### config.mk
export PLATFORM = sky130hd
export DESIGN_NAME = lane_deskew
export DESIGN_NICKNAME = d
export VERILOG_FILES = /design/src/rtl/lane_deskew.sv
export SDC_FILE = /design/constraint.sdc
export NUM_CORES = 1
export LEC_CHECK = 0
export BUFFER_PORTS_ARGS = -buffer_cell sky130_fd_sc_hd__buf_4
export CAP_MARGIN = 0
export CORE_MARGIN = 2
export CORE_UTILIZATION = 60
export DETAILED_ROUTE_END_ITERATION = 10
export PLACE_DENSITY = 0.81
export SLEW_MARGIN = 10
export SYNTH_ARGS = -nofsm -noshare
export SYNTH_HDL_FRONTEND = slang
export SYNTH_SLANG_ARGS = --single-unit
### constraint.sdc
create_clock -name clk -period 8.89 [get_ports clk]
set_clock_uncertainty 0.2 [all_clocks]
set_input_delay 0.889 -clock clk [delete_from_list [all_inputs] [get_ports clk]]
set_output_delay 0.889 -clock clk [all_outputs]
set_load 0.1 [all_outputs]
### src/rtl/lane_deskew.sv
module lane_deskew #(
  parameter int LANES    = 4,
  parameter int MAX_SKEW = 12,
  parameter int TIMEOUT  = 64
) (
  input  logic             clk,
  input  logic             rst_n,
  input  logic             train_req,
  input  logic [LANES-1:0] lane_in,
  output logic [LANES-1:0] lane_out,
  output logic             trained,
  output logic             train_err
);
  localparam int CW = $clog2(TIMEOUT + 1);
  localparam int DW = $clog2(MAX_SKEW + 1);

  typedef enum logic [2:0] {S_IDLE, S_LISTEN, S_EVAL, S_DONE, S_FAIL} st_t;
  st_t st;

  logic [CW-1:0]    cnt;
  logic [LANES-1:0] prev, arrived, rise, too_far;
  logic [CW-1:0]    stamp [LANES];
  logic [CW-1:0]    skew  [LANES];
  logic [DW-1:0]    dly   [LANES];
  logic [CW-1:0]    latest;

  assign rise      = lane_in & ~prev & ~arrived;
  assign trained   = (st == S_DONE);
  assign train_err = (st == S_FAIL);

  always_comb begin
    latest = '0;
    for (int i = 0; i < LANES; i++)
      if (stamp[i] > latest) latest = stamp[i];
  end

  for (genvar i = 0; i < LANES; i++) begin : g_lane
    logic [MAX_SKEW:1] sr;
    logic [MAX_SKEW:0] taps;
    assign skew[i]    = latest - stamp[i];
    assign too_far[i] = 32'(skew[i]) > 32'(MAX_SKEW);
    assign taps       = {sr, lane_in[i]};
    assign lane_out[i] = trained & taps[dly[i]];

    always_ff @(posedge clk or negedge rst_n)
      if (!rst_n) sr <= '0;
      else        sr <= taps[MAX_SKEW-1:0];
  end

  always_ff @(posedge clk or negedge rst_n) begin
    if (!rst_n) begin
      st      <= S_IDLE;
      cnt     <= '0;
      prev    <= '0;
      arrived <= '0;
      for (int i = 0; i < LANES; i++) begin
        stamp[i] <= '0;
        dly[i]   <= '0;
      end
    end else begin
      prev <= lane_in;
      if (train_req) begin
        st      <= S_LISTEN;
        cnt     <= '0;
        arrived <= '0;
        for (int i = 0; i < LANES; i++) stamp[i] <= '0;
      end else begin
        case (st)
          S_LISTEN: begin
            arrived <= arrived | rise;
            for (int i = 0; i < LANES; i++)
              if (rise[i]) stamp[i] <= cnt;
            if (&(arrived | rise))                 st  <= S_EVAL;
            else if (32'(cnt) == 32'(TIMEOUT - 1)) st  <= S_FAIL;
            else                                   cnt <= cnt + 1'b1;
          end
          S_EVAL: begin
            if (|too_far) st <= S_FAIL;
            else begin
              st <= S_DONE;
              for (int i = 0; i < LANES; i++) dly[i] <= DW'(skew[i]);
            end
          end
          default: ;
        endcase
      end
    end
  end
endmodule

# Word level (Yosys, flattened, before mapping)

Cells that the tools add are included.

Register bits: 110
Input port bits: 7
Output and inout port bits: 6
Word-level logic and storage cells: 96

Add/subtract/negate cells: 5
$lt $le $gt $ge: 12
Equal/unequal tests: 8
Mux-type cells: 29
Bitwise operators: 11
Reduce and logical (&&, ||, !) cells: 15

Operators by type and width:

| cell                  | number |
|---|---|
| $mux W7               | 12 |
| $mux W28              | 2 |
| $gt A7 B4 Y1 const B  | 4 |
| $sub A7 B7 Y7         | 4 |
| $gt A7 B7 Y1          | 3 |
| $lt A4 B5 Y1 const B  | 4 |
| $bmux W1 S4           | 4 |
| $mux W3               | 4 |
| $reduce_and A2 Y1     | 5 |
| $reduce_bool A2 Y1    | 5 |
| $and A4 B4 Y4         | 2 |
| $mux W4               | 2 |
| $not A4 Y4            | 2 |
| $add A7 B1 Y7 const B | 1 |
| $eq A7 B6 Y1 const B  | 1 |
| $gt A7 B1 Y1 const B  | 1 |
| $eq A3 B2 Y1 const B  | 2 |
| $pmux W3 S2           | 1 |
| $reduce_and A3 Y1     | 2 |
| $and A1 B1 Y1         | 4 |
| $mux W1               | 4 |
| $ne A2 B2 Y1 const B  | 2 |
| $ne A4 B4 Y1 const B  | 1 |
| $or A4 B4 Y4          | 1 |
| other kinds (6)       | 7 |

# Depth between registers and ports, before layout

Gate-level depths: netlist of run 1.

Depth after elaboration: 14
Mapped depth: 33

# Worst setup path after synthesis of run 1

No wires, ideal clock.

Kind: flip-flop to flip-flop
Start point: register stamp[23] in the netlist's numbering
End point: register dly[13] in the netlist's numbering
Setup time: 0.125 ns
Arrival time: 7.495 ns
Data required time: 8.565 ns
Setup slack: 1.070 ns
Cell stages (with the launch flop): 31
Path buffers: 1
Path through: dfrtp_1 > inv_1 > ha_1 > a21oi_1 > a21oi_1 > or3_1 > o21ai_1 > mux2_2 > ha_1 > nand3b_1 > a21oi_1 > nor2_2 > a21oi_1 > mux2_2 > ha_1 > a21oi_1 > a211o_1 > and2_1 > nor2_1 > mux2i_1 > inv_1 > ha_1 > nor2b_1 > o21ai_2 > nor3b_1 > nor3_1 > a2111o_1 > nor4_4 > nand4_4 > buf_6 > mux2_4

Word-level cells in the longest chain between the ends: 13
Elaborated cells between the ends (all ways): 19

Ends and longest elaborated chain:

| element                            | RTL line | source |
|---|---|---|
| start: declaration                 | 22       | `logic [CW-1:0] stamp [LANES];` |
| start signal: indexed assignment   | 72       | `if (rise[i]) stamp[i] <= cnt;` |
| $gt A7 B1 Y1                       | 34       | `if (stamp[i] > latest) latest = stamp[i];` |
| $mux W7                            | 34       |  |
| $gt A7 B7 Y1                       | 34       |  |
| $mux W7                            | 34       |  |
| $gt A7 B7 Y1                       | 34       |  |
| $mux W7                            | 34       |  |
| $gt A7 B7 Y1                       | 34       |  |
| $mux W7                            | 34       |  |
| $sub A7 B7 Y7                      | 40       | `assign skew[i] = latest - stamp[i];` |
| $gt A7 B4 Y1                       | 41       | `assign too_far[i] = 32'(skew[i]) > 32'(MAX_SKEW);` |
| $reduce_or A4 Y1                   | 78       | `if (\|too_far) st <= S_FAIL;` |
| $not A1 Y1 (no source line)        | n/a      |  |
| $reduce_and A3 Y1 (no source line) | n/a      |  |
| end signal: indexed assignment     | 58       | `dly[i] <= '0;` |
| end: declaration                   | 24       | `logic [DW-1:0] dly [LANES];` |

Parallel ways exist; a longest one is shown, timed or not.
A chain may end at the register's enable or synchronous reset.

# Final worst setup path of run 1

Start point: register stamp[22] in the netlist's numbering
End point: register dly[13] in the netlist's numbering

The elaborated chain is that of the path after synthesis.

==> results of run 1 <==
==> layout by cell type (no fill, tap or decap), drive strengths merged, types with 5 or more instances in the layout <==
master,count
dfrtp,106
nor2,60
inv,51
ha,46
mux2i,43
a21oi,31
nand2,25
o21ai,17
mux4,15
buf,14
nor2b,13
mux2,12
clkbuf,12
nand3,9
nor3,9
nand4,8
xnor2,7
o21a,7
a21o,6
and2,6
nand3b,5
==> flip-flops by register name (all words and copies together), names as in the netlist <==
name       cells
st             3
dly           16
prev           3
g_lane.sr     45
arrived        4
stamp         28
cnt            7
==> layout make-up <==
type,instances,area (um^2),share of cell area (%)
clock buffer,12,145.1,2.265
tap,133,166.4,2.597
inverter,50,187.7,2.929
multi-input combinational,382,3115,48.61
timing repair buffer,14,105.1,1.640
sequential,106,2653,41.39
clock inverter,4,36.28,0.5662
==> critical path, delay by kind of cell (launching register included) <==
kind	cells	cell delay, ns
fa+ha+maj	5	1.42
mux	4	1.71
compound gates	11	2.33
buf+inv	2	0.22
flops	1	0.41
simple gates	8	1.94
==> synthesized netlist by cell type (all sizes together), types with 5 or more instances <==
| cell type | instances | area share [%] |
|---|---|---|
| dfrtp | 106 | 44 |
| nor2 | 60 | 3.8 |
| inv | 50 | 3.1 |
| ha | 46 | 9.6 |
| mux2i | 43 | 7.2 |
| a21oi | 31 | 2.6 |
| nand2 | 25 | 1.6 |
| o21ai | 17 | 1.5 |
| mux4 | 15 | 5.6 |
| nor2b | 13 | 1.5 |
| mux2 | 12 | 2.3 |
| clkbuf | 11 | 0.69 |
| nand3 | 9 | 0.75 |
| nor3 | 9 | 0.75 |
| nand4 | 8 | 1.1 |
| o21a | 7 | 1.0 |
| xnor2 | 7 | 1.0 |
| a21o | 6 | 0.75 |
| and2 | 6 | 0.63 |
| nand3b | 5 | 0.63 |
==> cells by family after synthesis <==
| kind of cell | after synthesis | synth area share (%) |
|---|---|---|
| and+or+nand+nor | 154 | 13.32 |
| DFF | 106 | 44.19 |
| AOI/OAI and AO/OA | 98 | 10.99 |
| muxes | 70 | 15.11 |
| buffers and inverters | 62 | 4.002 |
| adders and majority gates | 50 | 10.92 |
| xor gates and xnor gates | 10 | 1.459 |
==> final timing paths <==
kind / start / end / slack (ns) / cells past startpoint
min in group asynchronous: rst_n / g_lane[3].sr[9]$_DFF_PN0_ / 0.22 / 1
worst min-delay path: g_lane[0].sr[2]$_DFF_PN0_ / g_lane[0].sr[3]$_DFF_PN0_ / 0.18 / 0
max in group asynchronous: rst_n / dly[12]$_DFFE_PN0P_ / 7.01 / 2
worst min register to register: g_lane[0].sr[2]$_DFF_PN0_ / g_lane[0].sr[3]$_DFF_PN0_ / 0.18 / 0
worst max-delay path: stamp[22]$_DFFE_PN0P_ / dly[13]$_DFFE_PN0P_ / 0.51 / 30
worst max register to register: stamp[22]$_DFFE_PN0P_ / dly[13]$_DFFE_PN0P_ / 0.51 / 30
==> through the flow <==
| stage | setup WS (ns) | instances | utilization [%] |
|---|---|---|---|
| floorplan | 1.070 | 550 | - |
| global placement | 0.4765 | 685 | 63.94 |
| detailed placement | 0.3248 | 685 | 63.94 |
| CTS | 0.2993 | 701 | 65.81 |
| global route | 0.02347 | 701 | 65.87 |
| finish | 0.5131 | 701 | 65.87 |
==> layer usage <==
layer	track usage (%)	vias up	wire length (um)
met3	4.010	30	520
met1	35.07	2106	5834
li1	-	1983	-
met4	10.23	0	342
met2	44.64	94	6706
met5	0	-	0
==> timing repair <==
action,in CTS,in global routing
endpoints found under the setup margin,0,17
resized for setup,0,2
setup buffers,0,0
==> power by group <==
group | total [mW] | internal (mW) | switching, mW
combinational | 0.350 | 0.150 | 0.200
sequential | 0.560 | 0.515 | 0.0457
clock | 0.275 | 0.113 | 0.163
total | 1.19 | 0.777 | 0.408
==> results by group, run 1 <==
Placed design
  • Dpl cell area: 6221 um^2
  • Post-DP HPWL: 10.49 mm
  • Port Buffers: 12
  • GPL Wtd Cong: 0.9464

Final layout
  • Final net count: 620
  • Diode count: 0
  • Share of layout cells above drive strength 1: 11.97%
  • Final Instance Area: 6409 um^2
  • Filler cell count: 773
  • Area Growth Syn to Fin: 6.775%

Clock network
  • Clock Sinks: 106
  • CTS tree: yes
  • CTS Buffer Depth: 2
  • Total CTS buffers: 9
  • H-tree levels: 3
  • Clock latency on the worst-skew pair: 0.37 ns
  • Clock transition at path regs: 0.10 ns
  • Root buffer cell: clkbuf_8
  • Cts hold-fix bufs: 0

Global route
  • First-pass GRT wire length: 22.56 mm
  • Initial antenna violation count: 0
  • Gr ovfl total: 0
  • Largest net degree at the start of global routing: 77
  • Vias in the first global route: 4348
  • Total track usage: 26.60%

Floorplan
  • I/O pin cnt: 13
  • Core Box Area: 9729 um^2
  • Rows: 36
  • Die ar.: 10820 um^2
  • Die Y: 104.0 um
  • Initial Util: 61.69%
  • Chip Width: 104.0 um

Timing
  • Final worst-path cycle share: 94.23%
  • Hold Fails Final Rpt: 0
  • WHS: 0.1815 ns
  • Worst-Margin Slew: 0.9338 ns
  • Setup Viol. Count Final: 0
  • Fmax: 119.4 MHz
  • Max-slew violations: 0
  • Max-slew headroom: 37.75%
  • Unrepaired setup endpoints after global routing: no
  • Fin crit period: 8.377 ns
  • Post-Route Setup TNS: 0 ns

Detailed routing
  • First DRT Iteration DRCs: 236
  • Routed len/inst: 19.12 um
  • DRC: 0
  • Vias: 4213
  • Detail-routed via count per cell: 6.010
  • Antenna Violating Nets Remaining: 0
  • DRT Wirelength: 13.40 mm
  • Pre-antenna DRT Iters: 5

Power
  • Final Power: 1.185 mW
  • Worst vdd ir: 0.1309 mV
  • P per Cell Area: 185.0 nW/um^2
  • Leak: 2.891 nW

Job
  • Max-cap violations: 0

Synth
  • Post-synth EDFFs: 0
  • Syn. warnings: 0
  • Synthesized area: 6002 um^2
  • Syn_nets: 607
  • Synth Area per Inst: 10.91 um^2
  • Register area share after synthesis: 44.19%
  • Synth Register Bits: 106
  • Ys flop type: dfrtp_1
  • Post-synth ARST share: 100.0%
  • Count of cell types in the netlist: 61
  • Synth Instances: 550

Worst setup path
  • WS Path Type: flip-flop to flip-flop
  • Slowest cell on the critical path: mux2i_1
  • Data required time of the worst path: 8.95 ns
  • CP Launch Type: flip-flop
  • Critical Path Max Stage Delay: 0.48 ns
  • Worst-path fanout max: 16
  • Crit. End Element: flip-flop
  • CP arrival: 8.43 ns

Outcome
  • Outcome: complete, no violations

Min path
  • HP Class: flip-flop to flip-flop
(Power assumes the default switching activity.)
==> run 2, diff against run 1 <==
--- a/config.mk
+++ b/config.mk
@@ -5,6 +5,7 @@
 export SDC_FILE = /design/constraint.sdc
 export NUM_CORES = 1
 export LEC_CHECK = 0
+export ABC_AREA = 1
 export BUFFER_PORTS_ARGS = -buffer_cell sky130_fd_sc_hd__buf_4
 export CAP_MARGIN = 0
 export CORE_MARGIN = 2
==> run 2 against run 1 <==
Effect of this change: count of clock-buffer cells in the layout is 3 lower; wire length rose by 11%; global-route usage increased by 1.1 points.
==> results by group, run 2 <==
Worst setup path
  • Crit. End Element: flip-flop
  • Critical Path Max Stage Delay: 0.80 ns (+0.32 ns)
  • WS Path Type: flip-flop to flip-flop
  • Worst-path fanout max: 16 (unchanged)
  • Slowest cell on the critical path: o21ai_0
  • CP arrival: 7.44 ns (-0.99 ns)
  • Data required time of the worst path: 8.96 ns (about the same)
  • Crit path from: stamp[27]$_DFFE_PN0P_
  • CP most frequent cell: nand2_1
  • CP Launch Type: flip-flop
  • RR Startpoint: stamp[27]$_DFFE_PN0P_

Final layout
  • Post-Layout Cell Count: 948 (+35%)
  • Fin util: 65.39% (-0.48 points)
  • Largest registers: g_lane.sr (45), stamp (28), dly (16)
  • Area Growth Syn to Fin: 6.420%
  • Final net count: 864 (+39%)
  • Share of layout cells above drive strength 1: 7.266% (-4.7 points)
  • Commonest non-fill, non-tap cells in the layout: 207 x nand2_1, 114 x inv_1, 106 x dfrtp_1
  • Largest register by flop count: g_lane.sr
  • Diode count: 0 (unchanged)
  • Commonest non-fill, non-tap cell in the layout: nand2_1
  • Max FFs per register: 45 (unchanged)
  • Final Instance Area: 6720 um^2 (+4.9%)

Detailed routing
  • Met3 Routed Length: 632 um (+22%)
  • Detail-routed via count per cell: 5.688 (-5.4%)
  • M1 WL: 6.582 mm (+13%)
  • Antenna Violating Nets Remaining: 0 (unchanged)
  • Met2 WL: 7.024 mm (+4.7%)
  • DRT Wirelength: 14.82 mm (+11%)
  • Pre-antenna DRT Iters: 5 (unchanged)
  • Routed len/inst: 15.64 um (-18%)
  • DRC: 0 (unchanged)
  • First DRT Iteration DRCs: 349 (+48%)
  • Max Used Layer: met4
  • Vias: 5392 (+28%)

Synth
  • Largest area contributor in the netlist: dfrtp_1
  • Synth Area per Inst: 7.903 um^2 (-28%)
  • Syn. warnings: 0 (unchanged)
  • Synth Register Bits: 106 (unchanged)
  • Ys flop type: dfrtp_1
  • Synthesized area: 6315 um^2 (+5.2%)
  • Register area share after synthesis: 42.01% (-2.2 points)
  • Most numerous cell in the Yosys netlist: nand2_1
  • Synth top cells by count: 207 x nand2_1, 114 x inv_1, 106 x dfrtp_1
  • Yosys top cell area share: 42.01% (-2.2 points)
  • Syn_nets: 856 (+41%)
  • Post-synth EDFFs: 0 (unchanged)
  • Post-synth ARST share: 100.0% (unchanged)
  • Synth top area cells: dfrtp_1 42%, nand2_1 12%, ha_1 9.1%, inv_1 6.8%, o21ai_0 5.0%
  • Synth Instances: 799 (+45%)
  • Count of cell types in the netlist: 40 (-34%)

Global route
  • Largest net degree at the start of global routing: 80 (+3.9%)
  • Total track usage: 27.72% (+1.1 points)
  • Gr ovfl total: 0 (unchanged)
  • Initial antenna violation count: 0 (unchanged)
  • First-pass GRT wire length: 24.83 mm (+10%)
  • Vias in the first global route: 5269 (+21%)

Min path
  • HP Class: flip-flop to flip-flop
  • Hold Path Origin: g_lane[0].sr[5]$_DFF_PN0_

Placed design
  • GPL Wtd Cong: 0.9716 (+2.7%)
  • Port Buffers: 12 (unchanged)
  • Dpl cell area: 6506 um^2 (+4.6%)
  • Post-DP HPWL: 11.31 mm (+7.9%)
  • Placed insts: 932 (+36%)

Outcome
  • Outcome: complete, no violations

Timing
  • Setup Viol. Count Final: 0 (unchanged)
  • Fin crit period: 7.370 ns (-1.007 ns)
  • Hold Fails Final Rpt: 0 (unchanged)
  • Max-slew headroom: 34.52% (-3.2 points)
  • Worst-Margin Slew: 0.9823 ns (+0.04848 ns)
  • Unrepaired setup endpoints after global routing: no
  • Fmax: 135.7 MHz (+14%)
  • Final worst-path cycle share: 82.90% (-11 points)
  • Max-slew violations: 0 (unchanged)
  • Post-Route Setup TNS: 0 ns (unchanged)

Floorplan
  • I/O pin cnt: 13 (unchanged)
  • Initial Util: 61.44% (-0.25 points)
  • Rows: 37 (+2.8%)
  • Core Box Area: 10280 um^2 (+5.6%)
  • Chip Width: 106.6 um (+2.5%)
  • Die ar.: 11360 um^2 (+5.0%)
  • Die Y: 106.6 um (+2.5%)

Clock network
  • Clock transition at path regs: 0.11 ns (about the same)
  • Clock latency on the worst-skew pair: 0.40 ns (+0.03 ns)
  • Clock Sinks: 106 (unchanged)
  • Root buffer cell: clkbuf_8
  • CTS Buffer Depth: 2 (unchanged)
  • H-tree levels: 3 (unchanged)
  • CTS tree: yes
  • Post-CTS Setup Inserts: 0 (unchanged)
  • Cts hold-fix bufs: 0 (unchanged)
  • Post-CTS sizing: 0 (unchanged)
  • Total CTS buffers: 9 (unchanged)

Job
  • Max-cap violations: 0 (unchanged)
==> run 2: cell types whose count changed after synthesis, sizes merged, moves of 16 or more <==
cell | before | now
o21ai | 17 | 63
a21oi | 31 | 47
nand3 | 9 | 60
inv | 50 | 118
mux2i | 43 | 0
nand2 | 25 | 212
nor2 | 60 | 42
nand4 | 8 | 24
==> run 2: per-layer routing <==
metal  GRT usage (%)  up-vias
met3           4.681       44
met1           35.52     2547
li1                -     2647
met5               0        -
met2           46.13      154
met4           12.62        0
==> run 2: logic make-up (layout without fill, tap and decap cells) <==
group | count (synthesis) | in the layout | share of synthesized area [%]
AO/OA/AOI/OAI | 135 | 135 | 12.36
adder cells (fa/ha/maj) | 50 | 50 | 10.38
AND/OR/NAND/NOR | 368 | 368 | 26.37
flip-flops | 106 | 106 | 42.01
XOR/XNOR | 3 | 3 | 0.4162
buffers and inverters | 137 | 150 | 8.460
==> run 2: final timing paths <==
check / to / slack [ns] / cells past startpoint
worst max-delay path: dly[4]$_DFFE_PN0P_ / 1.52 / 38
worst min-delay path: g_lane[0].sr[6]$_DFF_PN0_ / 0.18 / 0
worst max register to register: dly[4]$_DFFE_PN0P_ / 1.52 / 38
worst min register to register: g_lane[0].sr[6]$_DFF_PN0_ / 0.18 / 0
max in group asynchronous: stamp[13]$_DFFE_PN0P_ / 6.98 / 2
min in group asynchronous: stamp[3]$_DFFE_PN0P_ / 0.20 / 1
==> run 2: area by class of cell <==
class	count	area, um^2
Tap cell	136	170.2
Multi-Input combinational cell	556	3128
Timing Repair Buffer	14	105.1
Inverter	120	450.4
Clock buffer	9	123.9
Fill cell	883	3557
Clock inverter	7	90.09
Sequential cell	106	2653
==> run 2: stage by stage <==
stage | hold slack [ns] | setup slack (ns)
final | 0.1837 | 1.520
after CTS | 0.1795 | 1.648
after global placement | 0.1521 | 1.939
after floorplan | 0.1488 | 2.473
after global routing | 0.1960 | 0.8868
after detailed placement | 0.1603 | 1.700
==> run 2: worst max-delay path, delay by kind of cell, from the launching register on <==
kind                       cells  cell delay (ns)
and+or+nand+nor               25             2.96
adders and majority gates      4             1.42
DFF                            1             0.41
AOI/OAI and AO/OA              6             1.71
buffers and inverters          3             0.52
Power of run 2 is not shown: default switching activity piles up to over one toggle a cycle in this logic, so the estimate is an artifact.
